**src/rtl/gpio_bank_pkg.sv**
```systemverilog
package gpio_bank_pkg;

    localparam int unsigned ADDR_W = 6;

    localparam logic [ADDR_W-1:0] A_DOUT  = 6'h00;
    localparam logic [ADDR_W-1:0] A_CTRL  = 6'h04;
    localparam logic [ADDR_W-1:0] A_BLINK = 6'h08;
    localparam logic [ADDR_W-1:0] A_POL   = 6'h0C;
    localparam logic [ADDR_W-1:0] A_DIN   = 6'h10;
    localparam logic [ADDR_W-1:0] A_CAUSE = 6'h14;
    localparam logic [ADDR_W-1:0] A_EMASK = 6'h18;
    localparam logic [ADDR_W-1:0] A_LMASK = 6'h1C;
    localparam logic [ADDR_W-1:0] A_CSET  = 6'h28;
    localparam logic [ADDR_W-1:0] A_CCLR  = 6'h2C;
    localparam logic [ADDR_W-1:0] A_DSET  = 6'h30;
    localparam logic [ADDR_W-1:0] A_DCLR  = 6'h34;

    // Addresses that return stored data on a read
    function automatic logic rd_mapped(logic [ADDR_W-1:0] a);
        case (a)
            A_DOUT, A_CTRL, A_BLINK, A_POL,
            A_DIN, A_CAUSE, A_EMASK, A_LMASK: return 1'b1;
            default:                          return 1'b0;
        endcase
    endfunction

    // Addresses at which a write has an effect
    function automatic logic wr_mapped(logic [ADDR_W-1:0] a);
        case (a)
            A_DOUT, A_CTRL, A_BLINK, A_POL, A_CAUSE,
            A_EMASK, A_LMASK, A_CSET, A_CCLR, A_DSET, A_DCLR: return 1'b1;
            default:                                           return 1'b0;
        endcase
    endfunction

endpackage

```
**src/rtl/gpio_bank_sync.sv**
```systemverilog
module gpio_bank_sync #(
    parameter int unsigned W      = 32,
    parameter int unsigned STAGES = 2
) (
    input  logic         clk,
    input  logic         rst_n,
    input  logic [W-1:0] async_in,
    output logic [W-1:0] sync_out
);

    logic [STAGES-1:0][W-1:0] chain_d, chain_q;

    always_comb begin
        chain_d = chain_q;
        chain_d[0] = async_in;
        for (int s = 1; s < STAGES; s++) begin
            chain_d[s] = chain_q[s-1];
        end
    end

    always_ff @(posedge clk) begin
        if (!rst_n) chain_q <= '0;
        else        chain_q <= chain_d;
    end

    assign sync_out = chain_q[STAGES-1];

endmodule

```
**src/rtl/gpio_bank_regs.sv**
```systemverilog
module gpio_bank_regs
    import gpio_bank_pkg::*;
#(
    parameter int unsigned W = 32
) (
    input  logic              clk,
    input  logic              rst_n,
    input  logic [ADDR_W-1:0] addr,
    input  logic              we,
    input  logic [W-1:0]      wdata,
    input  logic              re,
    output logic [W-1:0]      rdata,
    input  logic [W-1:0]      din_view,
    input  logic [W-1:0]      cause_view,
    output logic [W-1:0]      dout,
    output logic [W-1:0]      ctrl,
    output logic [W-1:0]      pol,
    output logic [W-1:0]      emask,
    output logic [W-1:0]      lmask,
    output logic [W-1:0]      cause_clr
);

    typedef struct packed {
        logic [W-1:0] dout;
        logic [W-1:0] ctrl;
        logic [W-1:0] blink;
        logic [W-1:0] pol;
        logic [W-1:0] emask;
        logic [W-1:0] lmask;
        logic [W-1:0] rdata;
    } regs_t;

    regs_t        r_d, r_q;
    logic [W-1:0] rd_mux;

    always_comb begin
        case (addr)
            A_DOUT:  rd_mux = r_q.dout;
            A_CTRL:  rd_mux = r_q.ctrl;
            A_BLINK: rd_mux = r_q.blink;
            A_POL:   rd_mux = r_q.pol;
            A_DIN:   rd_mux = din_view;
            A_CAUSE: rd_mux = cause_view;
            A_EMASK: rd_mux = r_q.emask;
            A_LMASK: rd_mux = r_q.lmask;
            default: rd_mux = '0;
        endcase
    end

    always_comb begin
        r_d       = r_q;
        cause_clr = '0;
        if (we) begin
            case (addr)
                A_DOUT:  r_d.dout  = wdata;
                A_CTRL:  r_d.ctrl  = wdata;
                A_BLINK: r_d.blink = wdata;
                A_POL:   r_d.pol   = wdata;
                A_EMASK: r_d.emask = wdata;
                A_LMASK: r_d.lmask = wdata;
                A_CSET:  r_d.ctrl  = r_q.ctrl | wdata;
                A_CCLR:  r_d.ctrl  = r_q.ctrl & ~wdata;
                A_DSET:  r_d.dout  = r_q.dout | wdata;
                A_DCLR:  r_d.dout  = r_q.dout & ~wdata;
                A_CAUSE: cause_clr = wdata;
                default: ;
            endcase
        end
        if (re) r_d.rdata = rd_mux;
    end

    always_ff @(posedge clk) begin
        if (!rst_n) r_q <= '0;
        else        r_q <= r_d;
    end

    assign rdata = r_q.rdata;
    assign dout  = r_q.dout;
    assign ctrl  = r_q.ctrl;
    assign pol   = r_q.pol;
    assign emask = r_q.emask;
    assign lmask = r_q.lmask;

endmodule

```
**src/rtl/gpio_bank_irq.sv**
```systemverilog
module gpio_bank_irq #(
    parameter int unsigned W = 32
) (
    input  logic         clk,
    input  logic         rst_n,
    input  logic [W-1:0] sync_in,
    input  logic [W-1:0] pol,
    input  logic [W-1:0] emask,
    input  logic [W-1:0] lmask,
    input  logic [W-1:0] cause_clr,
    output logic [W-1:0] inv_view,
    output logic [W-1:0] cause,
    output logic         irq
);

    typedef struct packed {
        logic [W-1:0] prev;
        logic [W-1:0] cause;
        logic         irq;
    } irq_st_t;

    irq_st_t      s_d, s_q;
    logic [W-1:0] inv;
    logic [W-1:0] rise;
    logic [W-1:0] req;

    // per-pin detection: polarity first, then edge and level terms
    for (genvar p = 0; p < W; p++) begin : g_pin
        assign inv[p]  = sync_in[p] ^ pol[p];
        assign rise[p] = inv[p] & ~s_q.prev[p];
        assign req[p]  = (s_q.cause[p] & emask[p]) | (inv[p] & lmask[p]);
    end

    always_comb begin
        s_d       = s_q;
        s_d.prev  = inv;
        s_d.cause = (s_q.cause & ~cause_clr) | rise;
        s_d.irq   = |req;
    end

    always_ff @(posedge clk) begin
        if (!rst_n) s_q <= '0;
        else        s_q <= s_d;
    end

    assign inv_view = inv;
    assign cause    = s_q.cause;
    assign irq      = s_q.irq;

endmodule

```
**src/rtl/gpio_irq_bank.sv**
```systemverilog
module gpio_irq_bank
    import gpio_bank_pkg::*;
#(
    parameter int unsigned W           = 32,
    parameter int unsigned SYNC_STAGES = 2
) (
    input  logic              clk,
    input  logic              rst_n,
    input  logic [ADDR_W-1:0] bus_addr,
    input  logic              bus_we,
    input  logic [W-1:0]      bus_wdata,
    input  logic              bus_re,
    output logic [W-1:0]      bus_rdata,
    input  logic [W-1:0]      pin_in,
    output logic [W-1:0]      pin_out,
    output logic [W-1:0]      pin_oe,
    output logic              irq_out
);

    logic [W-1:0] sync_w, inv_w, cause_w, clr_w;
    logic [W-1:0] pol_w, emask_w, lmask_w;

    gpio_bank_sync #(.W(W), .STAGES(SYNC_STAGES)) u_sync (
        .clk      (clk),
        .rst_n    (rst_n),
        .async_in (pin_in),
        .sync_out (sync_w)
    );

    gpio_bank_regs #(.W(W)) u_regs (
        .clk        (clk),
        .rst_n      (rst_n),
        .addr       (bus_addr),
        .we         (bus_we),
        .wdata      (bus_wdata),
        .re         (bus_re),
        .rdata      (bus_rdata),
        .din_view   (inv_w),
        .cause_view (cause_w),
        .dout       (pin_out),
        .ctrl       (pin_oe),
        .pol        (pol_w),
        .emask      (emask_w),
        .lmask      (lmask_w),
        .cause_clr  (clr_w)
    );

    gpio_bank_irq #(.W(W)) u_irq (
        .clk       (clk),
        .rst_n     (rst_n),
        .sync_in   (sync_w),
        .pol       (pol_w),
        .emask     (emask_w),
        .lmask     (lmask_w),
        .cause_clr (clr_w),
        .inv_view  (inv_w),
        .cause     (cause_w),
        .irq       (irq_out)
    );

endmodule

```
**config.mk**
```make
export PLATFORM = sky130hd
export DESIGN_NAME = gpio_irq_bank
export DESIGN_NICKNAME = d
export VERILOG_FILES = /design/src/rtl/gpio_bank_pkg.sv /design/src/rtl/gpio_bank_sync.sv /design/src/rtl/gpio_bank_regs.sv /design/src/rtl/gpio_bank_irq.sv /design/src/rtl/gpio_irq_bank.sv
export SDC_FILE = /design/constraint.sdc
export NUM_CORES = 1
export LEC_CHECK = 0
export ABC_AREA = 1
export CAP_MARGIN = 20
export CORE_MARGIN = 5
export CORE_UTILIZATION = 50
export CTS_CLUSTER_SIZE = 10
export DETAILED_ROUTE_END_ITERATION = 16
export PLACE_DENSITY = 0.71
export SLEW_MARGIN = 20
export SYNTH_ARGS = -nofsm -noshare
export SYNTH_HDL_FRONTEND = slang
export SYNTH_SLANG_ARGS = --single-unit
```
**constraint.sdc**
```tcl
create_clock -name clk -period 1.5 [get_ports clk]
set_input_delay 0.225 -clock clk [delete_from_list [all_inputs] [get_ports clk]]
set_output_delay 0.225 -clock clk [all_outputs]
set_load 0.05 [all_outputs]
```
Yosys cells after proc, flatten, opt, wreduce, memory -nomap -nowiden. Cells that the tools add are included.

Input port bits: 74. Bits in registers: 353. Output and inout bits: 97. Word-level logic and storage cells: 238.

Reductions and logical operators: 10. Muxes and demuxes: 5. Bitwise gates (word level): 200. Equality and inequality tests: 11.

Operators with widths (count): case mux 32 bit (8 select lines) (1); case mux 32 bit (3 select lines) (2); AND 1 bit (96); AND 32 bit (3); bitwise OR 32 bit (3); 2-to-1 mux 32 bit (2); inverter 32 bit (2); inverter 1 bit (32); bitwise OR 1 bit (32); OR reduction 32 bit (1); XOR 1 bit (32); == test 6 x 5 -> 1 bit (second input constant) (4); == test 6 bit (second input constant) (4); == test 6 x 4 -> 1 bit (second input constant) (2); AND reduction 2 bit (6); == test 6 x 3 -> 1 bit (second input constant) (1); zero test 6 bit (1); nonzero test 3 bit (2).

Longest topological paths before layout. Gate-level depths: netlist (run 1).

Depth in word-level cells: 6. Gate-level depth with buffers: 11. Depth with buffers taken out: 10.

By module. Synthesis (run 1) repeated with hierarchy kept, for this count alone.

Cell total of the unflattened synthesis: 2638. Area, all modules: 18153.7 um2.

Modules (own cells, without submodules): gpio_bank_regs (seq. area each 4484.3 um2, times used 1, area each 12683.4 um2, cells an instance 1913); gpio_bank_irq (seq. area each 1301.2 um2, times used 1, area each 3629.7 um2, cells an instance 526); gpio_bank_sync (seq. area each 1281.2 um2, times used 1, area each 1840.5 um2, cells an instance 199).

Least setup slack after synthesis (run 1). Ideal clock, no wire load.

Kind: in2reg. From: in bus_addr[3]. To: reg u_regs.r_q (netlist bit u_regs.ctrl[31]). Data arrival time: 1231 ps. Buffers on the path: 1. Setup slack: 130 ps. Stages: 9. Library setup time: 140 ps. Required time: 1360 ps. Path through: inv_2 nand2_1 nor2_1 nand2_1 nand2_1 nand2_1 clkbuf_2 o21ai_0 a21oi_1.

Cells in the longest elaborated chain, start to end: 3. Elaborated cells on any way between the ends: 6. Classes of those cells: eq/ne: 3; mux: 1; reduce/logical: 2.

RTL lines: from (decl) (RTL line gpio_irq_bank.sv:9) `input logic [ADDR_W-1:0] bus_addr,`; == test 6 x 3 -> 1 bit or == test 6 bit (tied branches) (RTL line gpio_bank_regs.sv:54) `case (addr)`; nonzero test 3 bit (no source line); AND reduction 2 bit (no source line); to (signal assigned) (RTL line gpio_bank_regs.sv:74) `else r_q <= r_d;`; to (decl) (RTL line gpio_bank_regs.sv:33) `regs_t r_d, r_q;`.

Several ways; a longest one is shown, not always the timed one. A chain may end at the register's enable or synchronous reset.

Final worst setup path (run 1).
From: reg u_regs.r_q (netlist bit u_regs.pol[25]). To: reg u_irq.s_q (netlist bit u_irq.irq).

Cells in the longest elaborated chain, start to end: 4.

RTL lines: XOR 1 bit (RTL line gpio_bank_irq.sv:29) `assign inv[p] = sync_in[p] ^ pol[p];`; AND 1 bit (RTL line gpio_bank_irq.sv:31) `assign req[p] = (s_q.cause[p] & emask[p]) | (inv[p] & lmask[p]);`; bitwise OR 1 bit (RTL line gpio_bank_irq.sv:31); OR reduction 32 bit (RTL line gpio_bank_irq.sv:38) `s_d.irq = |req;`; to (signal assigned) (RTL line gpio_bank_irq.sv:42) `if (!rst_n) s_q <= '0;`; to (signal assigned) (RTL line gpio_bank_irq.sv:43) `else s_q <= s_d;`; to (decl) (RTL line gpio_bank_irq.sv:22) `irq_st_t s_d, s_q;`.

No other way between the ends.

==> results of run 1 <==
## timing repair
item	in CTS	in global routing
pin swaps	2	13
resized for setup	13	58
setup endpoints to repair	143	167
cloned	0	5
setup buffers	3	6
## layout make-up
| type | count | share of cell area, % |
|---|---|---|
| Timing Repair Buffer | 292 | 19.82 |
| Tap cell | 402 | 2.443 |
| Multi-Input combinational cell | 1617 | 34.14 |
| Antenna cell | 1 | 0.01216 |
| Clock inverter | 1 | 0.04255 |
| Clock buffer | 48 | 5.416 |
| Inverter | 205 | 3.793 |
| Sequential cell | 353 | 34.34 |
## layer usage
metal  routed length [um]  share of wire, %
met5                    0                 0
met3                 4821               8.8
met2                25640                47
met1                22270                41
met4                 2249               4.1
## cell usage after synthesis, types with 8 or more instances
library cell	count	area share (%)
and2_1	27	1.1
a21oi_1	119	3.7
nor2_1	343	8.0
clkbuf_1	75	1.8
a21oi_2	8	0.44
nor2_4	8	0.56
o21ai_0	220	6.9
o22ai_1	32	1.2
inv_1	202	4.7
nand2_1	766	18
buf_4	106	5.0
nand3_1	63	2.0
buf_2	28	0.87
nand4_1	8	0.31
dfxtp_1	353	44
## sequential cells by signal, indices dropped and copies added (netlist names)
register         flops
u_sync.chain_d      32
u_regs.dout         32
u_irq.cause         32
u_irq.s_q           32
u_regs.pol          32
u_regs.rdata        32
u_regs.r_q          32
u_regs.ctrl         32
u_regs.lmask        32
u_regs.emask        32
u_irq.irq            1
u_sync.sync_out     32
## power by group through the flow
stage | clock, W | combinational, W | sequential (W)
2_1_floorplan | 0 | 0.000718 | 0.00987
3_3_place_gp | 0 | 0.00141 | 0.00992
3_5_place_dp | 0 | 0.00143 | 0.00993
4_1_cts | 0.00893 | 0.00145 | 0.00973
5_1_grt | 0.00931 | 0.00163 | 0.00974
6_report | 0.00886 | 0.00151 | 0.00973
## kinds of logic after synthesis
family | count (synthesis) | share of synthesized area [%]
flops | 353 | 44.04
compound gates | 388 | 12.69
simple gates | 1226 | 30.33
buf+inv | 423 | 12.78
xor+xnor | 3 | 0.1638
## worst max-delay path by stage
stage               depth (start not counted)                to  slack (ns)            from
floorplan                                   9   u_regs.ctrl[31]        0.13     bus_addr[3]
global placement                           11  u_regs.rdata[21]       -0.60     bus_addr[1]
detailed placement                         11   u_regs.rdata[4]       -0.68     bus_addr[1]
CTS                                        10  u_regs.lmask[12]      0.0006     bus_addr[1]
global route                               10         u_irq.irq       0.007  u_regs.pol[25]
finish                                     10         u_irq.irq        0.05  u_regs.pol[25]
## metrics by stage
step / power, W / worst slack, ns / cell area (um^2)
2_1_floorplan: 0.01059 / 0.1297 / 16050
3_3_place_gp: 0.01134 / -0.6042 / 19060
3_5_place_dp: 0.01136 / -0.6758 / 19060
4_1_cts: 0.02010 / 0.0005593 / 20250
5_1_grt: 0.02068 / 0.007067 / 20580
6_report: 0.02010 / 0.04916 / 20580
## layout by cell type, fill, tap and decap left out, types with 2 or more instances in the layout
master | Yosys | layout
nand2_4 | 1 | 4
clkdlybuf4s50_1 | 0 | 66
nor2_2 | 1 | 6
o21ai_0 | 220 | 199
o21ai_1 | 6 | 27
inv_1 | 202 | 199
inv_2 | 2 | 3
dlygate4sd2_1 | 0 | 3
buf_12 | 0 | 126
and2_1 | 27 | 27
nand4_1 | 8 | 8
nand2_1 | 766 | 762
or2_2 | 3 | 3
clkbuf_1 | 75 | 3
nor2_4 | 8 | 9
buf_8 | 0 | 3
nor2_1 | 343 | 337
nand2_8 | 0 | 2
clkbuf_8 | 0 | 2
clkbuf_16 | 0 | 47
dlymetal6s2s_1 | 0 | 3
a21oi_1 | 119 | 115
nand2_2 | 4 | 3
nand3_1 | 63 | 62
buf_6 | 3 | 9
xor2_1 | 3 | 3
dfxtp_1 | 353 | 352
o22ai_1 | 32 | 32
buf_4 | 106 | 78
a21oi_2 | 8 | 12
## critical path: stages (launching register included)
cell and delay (ns):
dfxtp_1 0.32, inv_1 0.07, nand2_1 0.06, nand3_1 0.16
nand2_1 0.07, nor2_1 0.17, nand2_1 0.07, nor2_1 0.12
nand3_1 0.15, nand2_1 0.10, inv_1 0.05
==> impl_metrics.py, run 1 <==
metrics = {
    "layout": {
        "regArea_um2": 7068,
        "area_delta_synth_final_pct": 28.29,
        "utilization_pct": 65.07,
        "multi_input_area_um2": 7028,
        "fin_cells": 2919,
        "fill_cells": 2737,
        "nNetsFinal": 2584,
        "drive_gt1_share_pct": 12.60,
    },
    "critical_path": {
        "cp.required_ns": 1.92,
        "crit_path_end_kind": "flip-flop",
        "startpoint_type": "flip-flop",
        "critPathKind": "flip-flop to flip-flop",
        "reg2reg_to": "u_irq.irq",
        "rr_worst_depth": 10,
        "reg2reg_from": "u_regs.pol[25]",
        "r2r_slack_ns": 0.05,
        "critical_path.max_fanout": 3,
        "cp.arrival_ns": 1.87,
    },
    "global_route": {
        "globalRouteMet1Util_pct": 38.35,
        "met3_usage_pct": 4.240,
        "overflow": 0,
        "grt_pass1_vias": 14870,
        "use_met2_pct": 48.24,
        "grt_max_degree": 110,
        "grt_util_all_layers_pct": 29.12,
        "top_usage_layer": "met2",
        "antenna_found_initial": 1,
        "grt_pass1_wl_um": 82920,
    },
    "routing": {
        "wire_per_inst_um": 18.84,
        "vias": 15870,
        "drc": 0,
        "wl_um": 54990,
        "drtIter0Drc": 1557,
        "postRouteAntennaNets": 0,
        "first_pass_iters": 8,
        "viasPerCell": 5.436,
    },
    "clock_network": {
        "clk_latency_ns": 0.53,
        "holdBufCountCts": 0,
        "clk_pin_slew_ns": 0.06,
        "cts_root_buf": "clkbuf_16",
        "cts_tree": "yes",
        "numCtsBuffers": 41,
        "cts_htree_levels": 2,
        "cts_sinks": 353,
        "clock_path_buffers": 3,
    },
    "yosys": {
        "synth_seq_area_share_pct": 44.04,
        "async_flop_share_pct": 0,
        "syn_area_um2": 16050,
        "ys_warn_count": 0,
        "synth-edff-count": 0,
        "syn_nets": 2467,
        "ys_seq_elements": 353,
        "synthFlopType": "dfxtp_1",
        "avgSynthCellArea_um2": 6.705,
        "synth_cell_types": 31,
        "syn_inst": 2393,
    },
    "power_and_ir_drop": {
        "p_per_area_nw_per_um2": 976.6,
        "p_leak_nw": 9.526,
        "pwr-share-seq_pct": 48.4,
        "p_switching_w": 0.004751,
        "netSwitchingFraction_pct": 23.63,
        "share_comb_of_total_power_pct": 7.5,
        "power.share.clock_pct": 44.1,
        "peakVddDrop_uv": 987.2,
        "intPower_w": 0.01535,
    },
    "die": {
        "dieHeight_um": 189.1,
        "start_util_pct": 50.72,
        "die_area_um2": 35770,
        "io_pins": 171,
        "placementRows": 65,
        "die_w_um": 189.1,
        "core_area_um2": 31640,
    },
    "timing": {
        "finalMaxSlewViolations": 0,
        "worst_pin_slew_ns": 0.4529,
        "fin_setup_tns_ns": 0,
        "whs_ns": 0.2222,
        "finalCriticalPeriod_ns": 1.451,
        "final_hold_viol_count": 0,
        "clock_skew_ns": 0.01195,
        "setup_viol_count_final": 0,
        "fmax_mhz": 689.3,
        "grt_setup_unrepaired": "false",
        "slew_headroom_pct": 69.80,
        "fin_crit_sh_pct": 96.72,
    },
    "placed_design": {
        "port_buffers": 170,
        "dp_hpwl_um": 37060,
        "dp.cells": 2855,
        "gp_congestion": 0.9426,
    },
    "min_path": {
        "hold_depth": 3,
        "min-delay-start": "pin_in[31]",
        "hold_class": "input pin to flip-flop",
        "holdPathEnd": "u_sync.chain_d[63]",
    },
    "status": {
        "status": "complete, no violations",
    },
    "run": {
        "maxCapViolCount": 0,
    },
}
(Power assumes the default switching activity.)
==> run 2: changes to the inputs <==
GPL_ROUTABILITY_DRIVEN = 0   (was not set)
==> run 2 against run 1 <==
  * Sequential power barely moved
  * Routed wire length fell by 3.5%
  * Critical path depth is 1 higher
  * Non-clock buffer count is 16 lower
  * Clock power about the same
  * Die area unchanged
  * Setup slack gained 0.0086 ns
  * Sequential share of layout area increased by 0.37 points
  * Core utilization is 0.70 points lower
  * Register-to-register slack improved by 0.04 ns
  * Flip-flop and latch count unchanged
  * Critical endpoint is now u_regs.ctrl[7]
==> impl_metrics.py, run 2 (synthesis gave the netlist of run 1 again) <==
metrics = {
    "layout": {
        "fill_cells": 2756,
        "multi_input_area_um2": 6989,
        "layout_common_cells": "nand2_1, dfxtp_1, nor2_1",
        "final_common_cell": "nand2_1",
        "fin_cells": 2906,
        "nNetsFinal": 2569,
        "area_delta_synth_final_pct": 26.92,
        "drive_gt1_share_pct": 11.79,
        "regArea_um2": 7067,
    },
    "global_route": {
        "overflow": 0,
        "grt_util_all_layers_pct": 28.31,
        "grt_max_degree": 82,
        "grt_pass1_wl_um": 81680,
        "grt_pass1_vias": 15180,
        "antenna_found_initial": 1,
    },
    "timing": {
        "final_hold_viol_count": 0,
        "setup_ws_ns": 0.05778,
        "worst_pin_slew_ns": 0.3478,
        "grt_setup_unrepaired": "false",
        "finalMaxSlewViolations": 0,
        "clock_skew_ns": 0.02845,
        "finalCriticalPeriod_ns": 1.442,
        "fin_crit_sh_pct": 96.15,
        "slew_headroom_pct": 76.82,
        "fmax_mhz": 693.4,
        "setup_viol_count_final": 0,
    },
    "power_and_ir_drop": {
        "peakVddDrop_uv": 831.3,
        "p_leak_nw": 9.442,
        "p_per_area_nw_per_um2": 987.3,
    },
    "die": {
        "placementRows": 65,
        "io_pins": 171,
        "core_area_um2": 31640,
        "die_w_um": 189.1,
        "die_area_um2": 35770,
        "start_util_pct": 50.72,
        "dieHeight_um": 189.1,
    },
    "routing": {
        "wire_per_inst_um": 18.26,
        "wl_um": 53060,
        "vias": 15640,
        "postRouteAntennaNets": 0,
        "viasPerCell": 5.381,
        "first_pass_iters": 5,
        "drtIter0Drc": 1660,
        "drc": 0,
    },
    "critical_path": {
        "startpoint_type": "input pin",
        "crit_path_end_kind": "flip-flop",
        "critical_path.max_fanout": 8,
        "cp.arrival_ns": 1.83,
        "critPathKind": "input pin to flip-flop",
        "crit_path_frequent_cell": "nand2_1",
        "max_stage_delay_ns": 0.28,
        "crit_slowest_cell": "dlygate4sd2_1",
        "cp.required_ns": 1.89,
        "path_cells": "dlygate4sd2_1, inv_2, nand2_1, nor2_4, buf_4, nand2_1, nand2_2, nand2_4, clkbuf_16, o21ai_0, a21oi_1",
    },
    "status": {
        "status": "complete, no violations",
    },
    "placed_design": {
        "dp.cells": 2845,
        "dp_slack_ns": -0.6684,
        "port_buffers": 170,
        "dp_hpwl_um": 36080,
    },
    "run": {
        "maxCapViolCount": 0,
    },
    "clock_network": {
        "clk_pin_slew_ns": 0.06,
        "clk_latency_ns": 0.54,
        "clock_path_buffers": 3,
        "cts_root_buf": "clkbuf_16",
        "numCtsBuffers": 42,
        "cts_sinks": 353,
        "cts_htree_levels": 2,
        "cts_tree": "yes",
    },
    "min_path": {
        "hold_class": "input pin to flip-flop",
    },
}
==> run 2: cell types whose count changed in the layout (fill, tap and decap cells not counted), moves of 4 or more <==
| cell | delta |
|---|---|
| a21oi_2 | -4 |
| a21oi_1 | +4 |
| o21ai_0 | +6 |
| o21ai_1 | -6 |
| nor2_1 | +4 |
| buf_4 | -11 |
| nor2_2 | -4 |
| nand2_2 | +4 |
==> run 2: layout make-up <==
cell class                      instances  area share, %
Antenna cell                            1        0.01229
Clock buffer                           49          5.444
Clock inverter                          3         0.1106
Inverter                              205          3.803
Multi-Input combinational cell       1617          34.32
Sequential cell                       353          34.70
Tap cell                              402          2.470
Timing Repair Buffer                  276          19.14
==> run 2: repair_timing <==
action                                  4_1_cts  5_1_grt
gates resized for setup                      17       28
hold buffers                                  0        0
buffers inserted                              3        2
pin swaps                                     2        4
cloned                                        0        3
endpoints found under the setup margin      174      194
hold endpoints to repair                      0        0
==> run 2: final timing paths <==
check | start | endpoint | slack, ns | cells after the start
setup / recovery | bus_addr[3] | u_regs.ctrl[7] | 0.06 | 11
hold / removal | rst_n | u_regs.r_q[149] | 0.08 | 3
setup reg to reg | u_irq.cause[5] | u_irq.irq | 0.09 | 8
hold reg to reg | u_sync.chain_d[63] | u_sync.sync_out[31] | 0.38 | 2
==> run 2: critical path, delay by kind of cell <==
family,cells,cell delay (ns)
AND/OR/NAND/NOR,5,0.59
buffers and inverters,4,0.75
AO/OA/AOI/OAI,2,0.25
==> run 2: routing by layer <==
metal	GRT usage, %	part of all wire, %	up-vias
met5	0	0	-
met4	13.23	5.2	0
met3	3.964	8.9	177
met2	46.65	46	808
met1	36.88	40	7116
li1	-	-	7537
==> run 2: power by group <==
part | switching [W] | internal, W
clock network | 0.00374 | 0.00515
logic | 0.000896 | 0.000592
registers | 0.000140 | 0.00959
total | 0.00477 | 0.0153
==> run 2: metrics by stage <==
stage | TNS [ns] | hold slack, ns | util [%] | cell area (um^2) | power (W)
global route | 0 | 0.09991 | 64.37 | 20360 | 0.02070
CTS | -0.003456 | 0.05768 | 63.86 | 20200 | 0.02010
detailed placement | -136.51 | 0.3976 | 60.15 | 19030 | 0.01135
floorplan | 0 | 0.3226 | - | 16050 | 0.01059
finish | 0 | 0.07581 | 64.37 | 20360 | 0.02011
global placement | -121.91 | 0.3941 | 60.15 | 19030 | 0.01132
==> run 3: changes to the inputs <==
HOLD_SLACK_MARGIN = 0.05   (was not set)
==> results of run 3 <==
No change in the layout: final DEF, timing and power equal those of run 2.
